**config.mk**
```make
export PLATFORM = sky130hd
export DESIGN_NAME = stack_flow_seq
export DESIGN_NICKNAME = d
export VERILOG_FILES = /design/src/rtl/sfs_pkg.sv /design/src/rtl/sfs_cond.sv /design/src/rtl/sfs_port.sv /design/src/rtl/sfs_ctrl.sv /design/src/rtl/stack_flow_seq.sv
export SDC_FILE = /design/constraint.sdc
export NUM_CORES = 1
export LEC_CHECK = 0
export ABC_AREA = 1
export BUFFER_PORTS_ARGS = -buffer_cell sky130_fd_sc_hd__buf_4
export CORE_AREA = 2 2 156 158
export DETAILED_ROUTE_END_ITERATION = 7
export DIE_AREA = 0 0 158 160
export PLACE_DENSITY_LB_ADDON = 0.3
export SYNTH_ARGS = -nofsm -noshare
export SYNTH_HDL_FRONTEND = slang
export SYNTH_SLANG_ARGS = --single-unit
```
**constraint.sdc**
```tcl
create_clock -name clk -period 1.93 [get_ports clk]
set_input_delay 0.386 -clock clk [delete_from_list [all_inputs] [get_ports clk]]
set_output_delay 0.386 -clock clk [all_outputs]
set_load 0.01 [all_outputs]
```
**src/rtl/sfs_pkg.sv**
```systemverilog
package sfs_pkg;

  localparam int AW = 16;
  localparam int DW = 8;
  localparam int PW = 2 * DW;
  localparam int CW = 3;
  localparam int RST_SHIFT = 3;

  typedef enum logic [2:0] {
    OP_PUSH  = 3'd0,
    OP_POP   = 3'd1,
    OP_CALL  = 3'd2,
    OP_RET   = 3'd3,
    OP_RST   = 3'd4,
    OP_SWAP  = 3'd5,
    OP_JMPHL = 3'd6,
    OP_LDSP  = 3'd7
  } sfs_op_e;

  typedef enum logic [3:0] {
    ST_IDLE,
    ST_PSH_HI,
    ST_PSH_LO,
    ST_POP_LO,
    ST_POP_HI,
    ST_POP_TL,
    ST_SW_RDL,
    ST_SW_RDH,
    ST_SW_WRL,
    ST_SW_WRH,
    ST_FIN
  } sfs_state_e;

  typedef struct packed {
    logic s;
    logic z;
    logic p;
    logic cy;
  } sfs_flags_t;

  function automatic logic cond_hit(input logic [CW-1:0] code, input sfs_flags_t f);
    logic hit;
    case (code)
      3'd0: hit = f.cy;
      3'd1: hit = !f.cy;
      3'd2: hit = !f.s;
      3'd3: hit = f.s;
      3'd4: hit = f.z;
      3'd5: hit = !f.z;
      3'd6: hit = f.p;
      default: hit = !f.p;
    endcase
    return hit;
  endfunction

  function automatic logic [AW-1:0] restart_vec(input logic [CW-1:0] n);
    return AW'({n, {RST_SHIFT{1'b0}}});
  endfunction

  function automatic logic [AW-1:0] step_dn(input logic [AW-1:0] v);
    return v - AW'(1);
  endfunction

  function automatic logic [AW-1:0] step_up(input logic [AW-1:0] v);
    return v + AW'(1);
  endfunction

  function automatic logic uses_cond(input sfs_op_e op);
    return (op == OP_CALL) || (op == OP_RET);
  endfunction

endpackage

```
**src/rtl/sfs_cond.sv**
```systemverilog
module sfs_cond
  import sfs_pkg::*;
(
  input  logic [CW-1:0] code,
  input  logic [3:0]    flags,
  input  logic          cond_en,
  output logic          take
);

  sfs_flags_t fl;

  assign fl   = sfs_flags_t'(flags);
  assign take = !cond_en || cond_hit(code, fl);

endmodule

```
**src/rtl/sfs_port.sv**
```systemverilog
module sfs_port
  import sfs_pkg::*;
(
  input  sfs_state_e    state,
  input  logic [AW-1:0] sp,
  input  logic [PW-1:0] wr_word,
  output logic [AW-1:0] addr,
  output logic [DW-1:0] wdata,
  output logic          we,
  output logic          stack_touch
);

  always_comb begin
    addr        = '0;
    wdata       = '0;
    we          = 1'b0;
    stack_touch = 1'b1;
    case (state)
      ST_PSH_HI: begin
        addr  = step_dn(sp);
        wdata = wr_word[PW-1:DW];
        we    = 1'b1;
      end
      ST_PSH_LO: begin
        addr  = step_dn(sp);
        wdata = wr_word[DW-1:0];
        we    = 1'b1;
      end
      ST_POP_LO, ST_POP_HI: addr = sp;
      ST_SW_RDL: addr = sp;
      ST_SW_RDH: addr = step_up(sp);
      ST_SW_WRL: begin
        addr  = sp;
        wdata = wr_word[DW-1:0];
        we    = 1'b1;
      end
      ST_SW_WRH: begin
        addr  = step_up(sp);
        wdata = wr_word[PW-1:DW];
        we    = 1'b1;
      end
      default: stack_touch = 1'b0;
    endcase
  end

endmodule

```
**src/rtl/sfs_ctrl.sv**
```systemverilog
module sfs_ctrl
  import sfs_pkg::*;
#(
  parameter logic [AW-1:0] SP_INIT = 16'hFFF0,
  parameter logic [AW-1:0] PC_INIT = 16'h0000
) (
  input  logic          clk,
  input  logic          rst_n,
  input  logic          cmd_valid,
  input  sfs_op_e       cmd_op,
  input  logic [AW-1:0] cmd_operand,
  input  logic [PW-1:0] cmd_pair,
  input  logic          take,
  input  logic [DW-1:0] mem_rdata,
  output sfs_state_e    state,
  output logic [AW-1:0] sp,
  output logic [AW-1:0] pc,
  output logic [PW-1:0] wr_word,
  output logic [PW-1:0] result,
  output logic          accept,
  output logic          skip
);

  sfs_op_e       op_q;
  logic [AW-1:0] tgt;
  logic [DW-1:0] res_lo;
  logic [DW-1:0] res_hi;

  assign accept = cmd_valid && (state == ST_IDLE);
  assign skip   = accept && uses_cond(cmd_op) && !take;
  assign result = {res_hi, res_lo};

  always_ff @(posedge clk) begin
    if (!rst_n) begin
      state   <= ST_IDLE;
      sp      <= SP_INIT;
      pc      <= PC_INIT;
      op_q    <= OP_PUSH;
      tgt     <= '0;
      wr_word <= '0;
      res_lo  <= '0;
      res_hi  <= '0;
    end else begin
      case (state)
        ST_IDLE: begin
          if (accept) begin
            op_q <= cmd_op;
            if (skip) begin
              state <= ST_FIN;
            end else begin
              case (cmd_op)
                OP_PUSH: begin
                  wr_word <= cmd_pair;
                  state   <= ST_PSH_HI;
                end
                OP_CALL: begin
                  wr_word <= PW'(pc);
                  tgt     <= cmd_operand;
                  state   <= ST_PSH_HI;
                end
                OP_RST: begin
                  wr_word <= PW'(pc);
                  tgt     <= restart_vec(cmd_operand[CW-1:0]);
                  state   <= ST_PSH_HI;
                end
                OP_POP, OP_RET: state <= ST_POP_LO;
                OP_SWAP: begin
                  wr_word <= cmd_pair;
                  state   <= ST_SW_RDL;
                end
                OP_JMPHL: begin
                  pc    <= AW'(cmd_pair);
                  state <= ST_FIN;
                end
                default: begin
                  sp    <= AW'(cmd_pair);
                  state <= ST_FIN;
                end
              endcase
            end
          end
        end
        ST_PSH_HI: begin
          sp    <= step_dn(sp);
          state <= ST_PSH_LO;
        end
        ST_PSH_LO: begin
          sp <= step_dn(sp);
          if (op_q != OP_PUSH) pc <= tgt;
          state <= ST_FIN;
        end
        ST_POP_LO: begin
          sp    <= step_up(sp);
          state <= ST_POP_HI;
        end
        ST_POP_HI: begin
          res_lo <= mem_rdata;
          sp     <= step_up(sp);
          state  <= ST_POP_TL;
        end
        ST_POP_TL: begin
          res_hi <= mem_rdata;
          if (op_q == OP_RET) pc <= AW'({mem_rdata, res_lo});
          state <= ST_FIN;
        end
        ST_SW_RDL: state <= ST_SW_RDH;
        ST_SW_RDH: begin
          res_lo <= mem_rdata;
          state  <= ST_SW_WRL;
        end
        ST_SW_WRL: begin
          res_hi <= mem_rdata;
          state  <= ST_SW_WRH;
        end
        ST_SW_WRH: state <= ST_FIN;
        default:   state <= ST_IDLE;
      endcase
    end
  end

endmodule

```
**src/rtl/stack_flow_seq.sv**
```systemverilog
module stack_flow_seq
  import sfs_pkg::*;
#(
  parameter logic [AW-1:0] SP_INIT = 16'hFFF0,
  parameter logic [AW-1:0] PC_INIT = 16'h0000
) (
  input  logic          clk,
  input  logic          rst_n,
  input  logic          cmd_valid,
  input  logic [2:0]    cmd_op,
  input  logic          cmd_cond_en,
  input  logic [2:0]    cmd_cond,
  input  logic [3:0]    cmd_flags,
  input  logic [15:0]   cmd_operand,
  input  logic [15:0]   cmd_pair,
  output logic [15:0]   mem_addr,
  output logic [7:0]    mem_wdata,
  output logic          mem_we,
  input  logic [7:0]    mem_rdata,
  output logic          busy,
  output logic          done,
  output logic [15:0]   pair_out,
  output logic [15:0]   sp_out,
  output logic [15:0]   pc_out
);

  sfs_op_e       op_in;
  sfs_state_e    state;
  logic          take;
  logic          accept;
  logic          skip;
  logic          stack_touch;
  logic [AW-1:0] sp;
  logic [AW-1:0] pc;
  logic [PW-1:0] wr_word;
  logic [PW-1:0] result;

  assign op_in = sfs_op_e'(cmd_op);

  sfs_cond u_cond (
    .code    (cmd_cond),
    .flags   (cmd_flags),
    .cond_en (cmd_cond_en),
    .take    (take)
  );

  sfs_ctrl #(
    .SP_INIT (SP_INIT),
    .PC_INIT (PC_INIT)
  ) u_ctrl (
    .clk         (clk),
    .rst_n       (rst_n),
    .cmd_valid   (cmd_valid),
    .cmd_op      (op_in),
    .cmd_operand (cmd_operand),
    .cmd_pair    (cmd_pair),
    .take        (take),
    .mem_rdata   (mem_rdata),
    .state       (state),
    .sp          (sp),
    .pc          (pc),
    .wr_word     (wr_word),
    .result      (result),
    .accept      (accept),
    .skip        (skip)
  );

  sfs_port u_port (
    .state       (state),
    .sp          (sp),
    .wr_word     (wr_word),
    .addr        (mem_addr),
    .wdata       (mem_wdata),
    .we          (mem_we),
    .stack_touch (stack_touch)
  );

  assign busy     = (state != ST_IDLE);
  assign done     = (state == ST_FIN);
  assign pair_out = result;
  assign sp_out   = sp;
  assign pc_out   = pc;

endmodule

```
# Word-level counts from Yosys, hierarchy flattened
# Cells that the tools add are included.
# Widths: inputs -> output; s select.
# totals
register_bits	87
wordCells	100
out_inout_bits	75
inputBits	54
# classes
n_reduce_logical	40
n_eq_ne	29
add_sub_neg	2
mux	20
bitwise_logic	1
# op_table
cell	count
$pmux 16 s3	3
$mux 16	8
$pmux 16 s2	2
$pmux 4 s8	1
$reduce_or 2->1	10
$eq 3x3->1 const B	6
$add 16x1->16 const B	1
$eq 4x3->1 const B	4
$pmux 8 s2	1
$sub 16x1->16 const B	1
$eq 3x2->1 const B	5
$eq 4x4->1 const B	3
$pmux 4 s3	1
$reduce_and 4->1	3
$reduce_bool 3->1	3
$eq 4x2->1 const B	2
$mux 4	2
$reduce_or 4->1	2
$pmux 1 s7	1
$reduce_or 7->1	1
$eq 3x1->1 const B	2
$logic_not 1->1	6
$logic_not 3->1	2
$ne 2x1->1 const B	3
other kinds (12)	19

# Depth between registers and ports, before layout
# depth
word_depth	8
depth_mapped	12
depth_no_buf	11

# Hierarchy
# From an unflattened synthesis, not the netlist that was laid out.
# hier_totals
cells_unflattened	1009
area_unflattened_um2	6378.6
# modules_own_cells
module	area_each_um2	instances	seq_area_each_um2	cells_per_inst
sfs_ctrl	4893.4	1	1741.7	720
sfs_port	1370.1	1	0.0	261
sfs_cond	85.1	1	0.0	20
stack_flow_seq	30.0	1	0.0	8

# Worst setup path before layout
# Ideal clock, no wire load.
# synth_timing
path_kind	register to output
from	reg u_ctrl.state[2]
to	out mem_addr[14]
stages_incl_launch_ff	11
slack_ps	76
arrival_time_ps	1468
n_path_buf	2
required_time_ps	1544
path_cell_list	dfxtp_1 > inv_1 > nand2_1 > nor2_1 > inv_2 > o21ai_0 > or2_2 > buf_2 > buf_2 > nand2_1 > nand3_1
# synth_via
elab_chain_cells	3
# synth_rtl
element	line_no	text
from (decl)	sfs_ctrl.sv:15	output sfs_state_e state,
from (signal assigned)	sfs_ctrl.sv:35	state <= ST_IDLE;
from (signal assigned)	sfs_ctrl.sv:49	state <= ST_FIN;
from (signal assigned)	sfs_ctrl.sv:54	state <= ST_PSH_HI;
$eq 4x2->1 (tied with other cells)	n/a	
$reduce_or 4->1 (no line) / $reduce_or 2->1 (equally long branches)	n/a	
$pmux 16 s3 *	sfs_port.sv:18	case (state)
to (decl)	stack_flow_seq.sv:16	output logic [15:0] mem_addr,
# Mark *: on every way between the ends. The rest lies on a longest branch, timed or not.

# Final worst setup path
# layout_timing
from	reg u_ctrl.state[2]
to	out mem_addr[5]
# Same word-level chain as after synthesis.

==> metrics.csv <==
metric;value;unit
status;complete, but fails checks;
violations;negative setup slack;
grt_pass1_wl;36100;um
p_seq_share;19.8;%
slowest_delay;0.38;ns
maxSlewHeadroom;66.0;%
numCtsBuffers;9;
crit_slowest_cell;dfxtp_4;
ys_top_cells_by_area;dfxtp_1 30%, nand2_1 22%, nor2_1 13%;
dieArea;0.0253;mm^2
postLayoutSetupSlackWorst;-0.205;ns
yosysTopAreaCellShare;30.0;%
clk_pin_slew;0.07;ns
maxSlewViolCount;0;
post-route-drc-count;0;
num_vias;7198;
syn_area_per_cell;5.62;um^2
placedCellCount;1517;
start_util;24.3;%
worst_ep_arrival_time;1.75;ns
drt_iter0_markers;472;
final_nets;1297;
combPwrFrac;68.9;%
synth_area_leader_cell;dfxtp_1;
cpLargestDelayFamily;simple AND/OR/NAND/NOR gates;
switching_share;46.5;%
critPathCaptureType;primary output;
path_cells;inv_2 > nand2_2 > nor2_4 > inv_2 > o21ai_4 > or2_4 > nand2_2 > nand3_2 > buf_6;
track_usage;18.4;%
cts_tree;built;
clockRootBuffer;clkbuf_16;
path_class;flip-flop to primary output;
finalSetupViolations;25;
dp_hpwl;17000;um
syn_inst;1032;
n_antenna_cell;0;
tightestPinTransition;0.510;ns
p_int;7.97;mW
area_growth;56.7;%
p_switching;6.93;mW
h-tree-depth;3;
ant_nets;0;
power.density;1640;mW/mm^2
antenna_found_initial;0;
ys.warnings.count;0;
synth_seq_area_share;30.0;%
cp_max_fo;8;
die_x;158;um
grt_max_degree;56;
syn-cell-area;0.00580;mm^2
synth-seq-cells;87;
rsz0062_at_grt;true;
final_common_cell;nand2_1;
maxCapViolCount;0;
ir_worst_vdd;0.631;mV
rows;57;
routed_wl;24100;um
instances_no_fill;1569;
first_global_vias;6648;
finClkSkew;0.0157;ns
grt.overflow.total;0;
fin_crit;2.13;ns
leakagePower;4.49;nW
required;1.54;ns
mostFrequentLayoutCells;307 x nand2_1, 193 x buf_4, 178 x nor2_1, 110 x inv_1, 74 x dfxtp_1;
coreArea;0.0238;mm^2
power.total;14.9;mW
hold_viol;0;
min_path_type;input pin to flip-flop;
cts.sinks;87;
synthesis.nets;1088;
clock_path_buffers;2;
synth_cell_types;31;
clock_power_share;11.3;%
wl_per_cell;15.3;um
viasPerCell;4.59;
first_pass_iters;5;
port_buffers;128;
fmax;468;MHz
path_buf_inv;3;
post-route-period-util;111;%
num_io_pins;129;
gp_congestion;0.887;
drive_gt1_share;33.4;%
fp.dieH;160;um
cp-start-kind;flip-flop;
clock_latency;0.36;ns
[through the flow]
stage | hold WS (ns) | util [%] | setup WS [ns] | cell area [um^2] | setup TNS, ns
6_report | 0.312 | 38.2 | -0.205 | 9090 | -3.56
2_1_floorplan | 0.444 | - | 0.0758 | 5800 | 0
5_1_grt | 0.304 | 38.2 | -0.270 | 9090 | -8.38
4_1_cts | 0.298 | 36.3 | -0.185 | 8640 | -3.64
3_3_place_gp | 0.461 | 32.1 | -0.104 | 7640 | -1.12
3_5_place_dp | 0.469 | 32.1 | -0.0954 | 7640 | -0.937
[flip-flops by register name (all words and copies together), names as in the netlist]
name and flops:
u_ctrl.op_q 3, u_ctrl.pc 16, u_ctrl.res_hi 8, u_ctrl.res_lo 8, u_ctrl.sp 16, u_ctrl.state 4, u_ctrl.tgt 16, u_ctrl.wr_word 16
[kinds of logic after synthesis]
| group | count (synthesis) | share of synthesized area [%] |
|---|---|---|
| AO/OA/AOI/OAI | 68 | 6.24 |
| XOR/XNOR | 3 | 0.453 |
| adder cells (fa/ha/maj) | 2 | 0.431 |
| buffers and inverters | 175 | 12.1 |
| flip-flops | 87 | 30.0 |
| multiplexers | 3 | 0.582 |
| AND/OR/NAND/NOR | 694 | 50.2 |
[final cells by class]
cell class | instances | area, um^2
Clock buffer | 11 | 243
Sequential cell | 87 | 1780
Timing Repair Buffer | 243 | 2160
Clock inverter | 4 | 30.0
Multi-Input combinational cell | 774 | 3990
Tap cell | 324 | 405
Fill cell | 2577 | 14700
Inverter | 126 | 487
[routing by layer]
metal / up-vias / routed length (um) / track usage (%)
li1: 3638 / - / -
met1: 3301 / 10600 / 24.5
met2: 231 / 11600 / 30.8
met3: 28 / 1380 / 3.28
met4: 0 / 453 / 4.18
met5: - / 0 / 0
[synth_stat cells, drive strengths merged]
cell / number
a211oi: 1
a21oi: 9
a22oi: 1
a31oi: 1
buf: 28
clkbuf: 21
clkinv: 1
dfxtp: 87
ha: 2
inv: 125
mux2: 3
nand2: 347
nand3: 102
nand4: 34
nor2: 205
nor3: 2
o21ai: 47
o22ai: 9
or2: 4
xor2: 3
[tightest hold or removal path, cell delays in order]
cell	delay [ns]
buf_4	0.10
o21ai_0	0.07
nor2_1	0.07
[power by group through the flow]
stage	logic, mW	clock network [mW]	registers, mW
floorplan	4.43	0	2.88
global placement	8.11	0	2.90
detailed placement	8.14	0	2.90
CTS	9.58	1.74	2.94
global route	11.2	1.81	3.02
finish	10.3	1.69	2.95
[path summary, 6_finish.rpt]
kind / cells after the start / endpoint / start / slack [ns]
worst max register to register: 11 / u_ctrl.pc[13]$_SDFFE_PN0P_ / u_ctrl.state[3]$_SDFFE_PN0P_ / 0
worst min-delay path: 3 / u_ctrl.res_hi[6]$_SDFFE_PN0P_ / mem_rdata[6] / 0.31
worst max-delay path: 9 / mem_addr[5] / u_ctrl.state[2]$_SDFFE_PN0P_ / -0.20
worst min register to register: 2 / u_ctrl.res_hi[4]$_SDFFE_PN0P_ / u_ctrl.res_hi[4]$_SDFFE_PN0P_ / 0.49
[repair_timing]
item                                    in CTS  in global routing
resized for setup                          159                 65
buffers inserted                            14                 15
endpoints found under the setup margin      25                 75
pin swaps                                   32                 25
cloned                                       3                  7
hold buffers                                 0                  0
(Power assumes the default switching activity.)
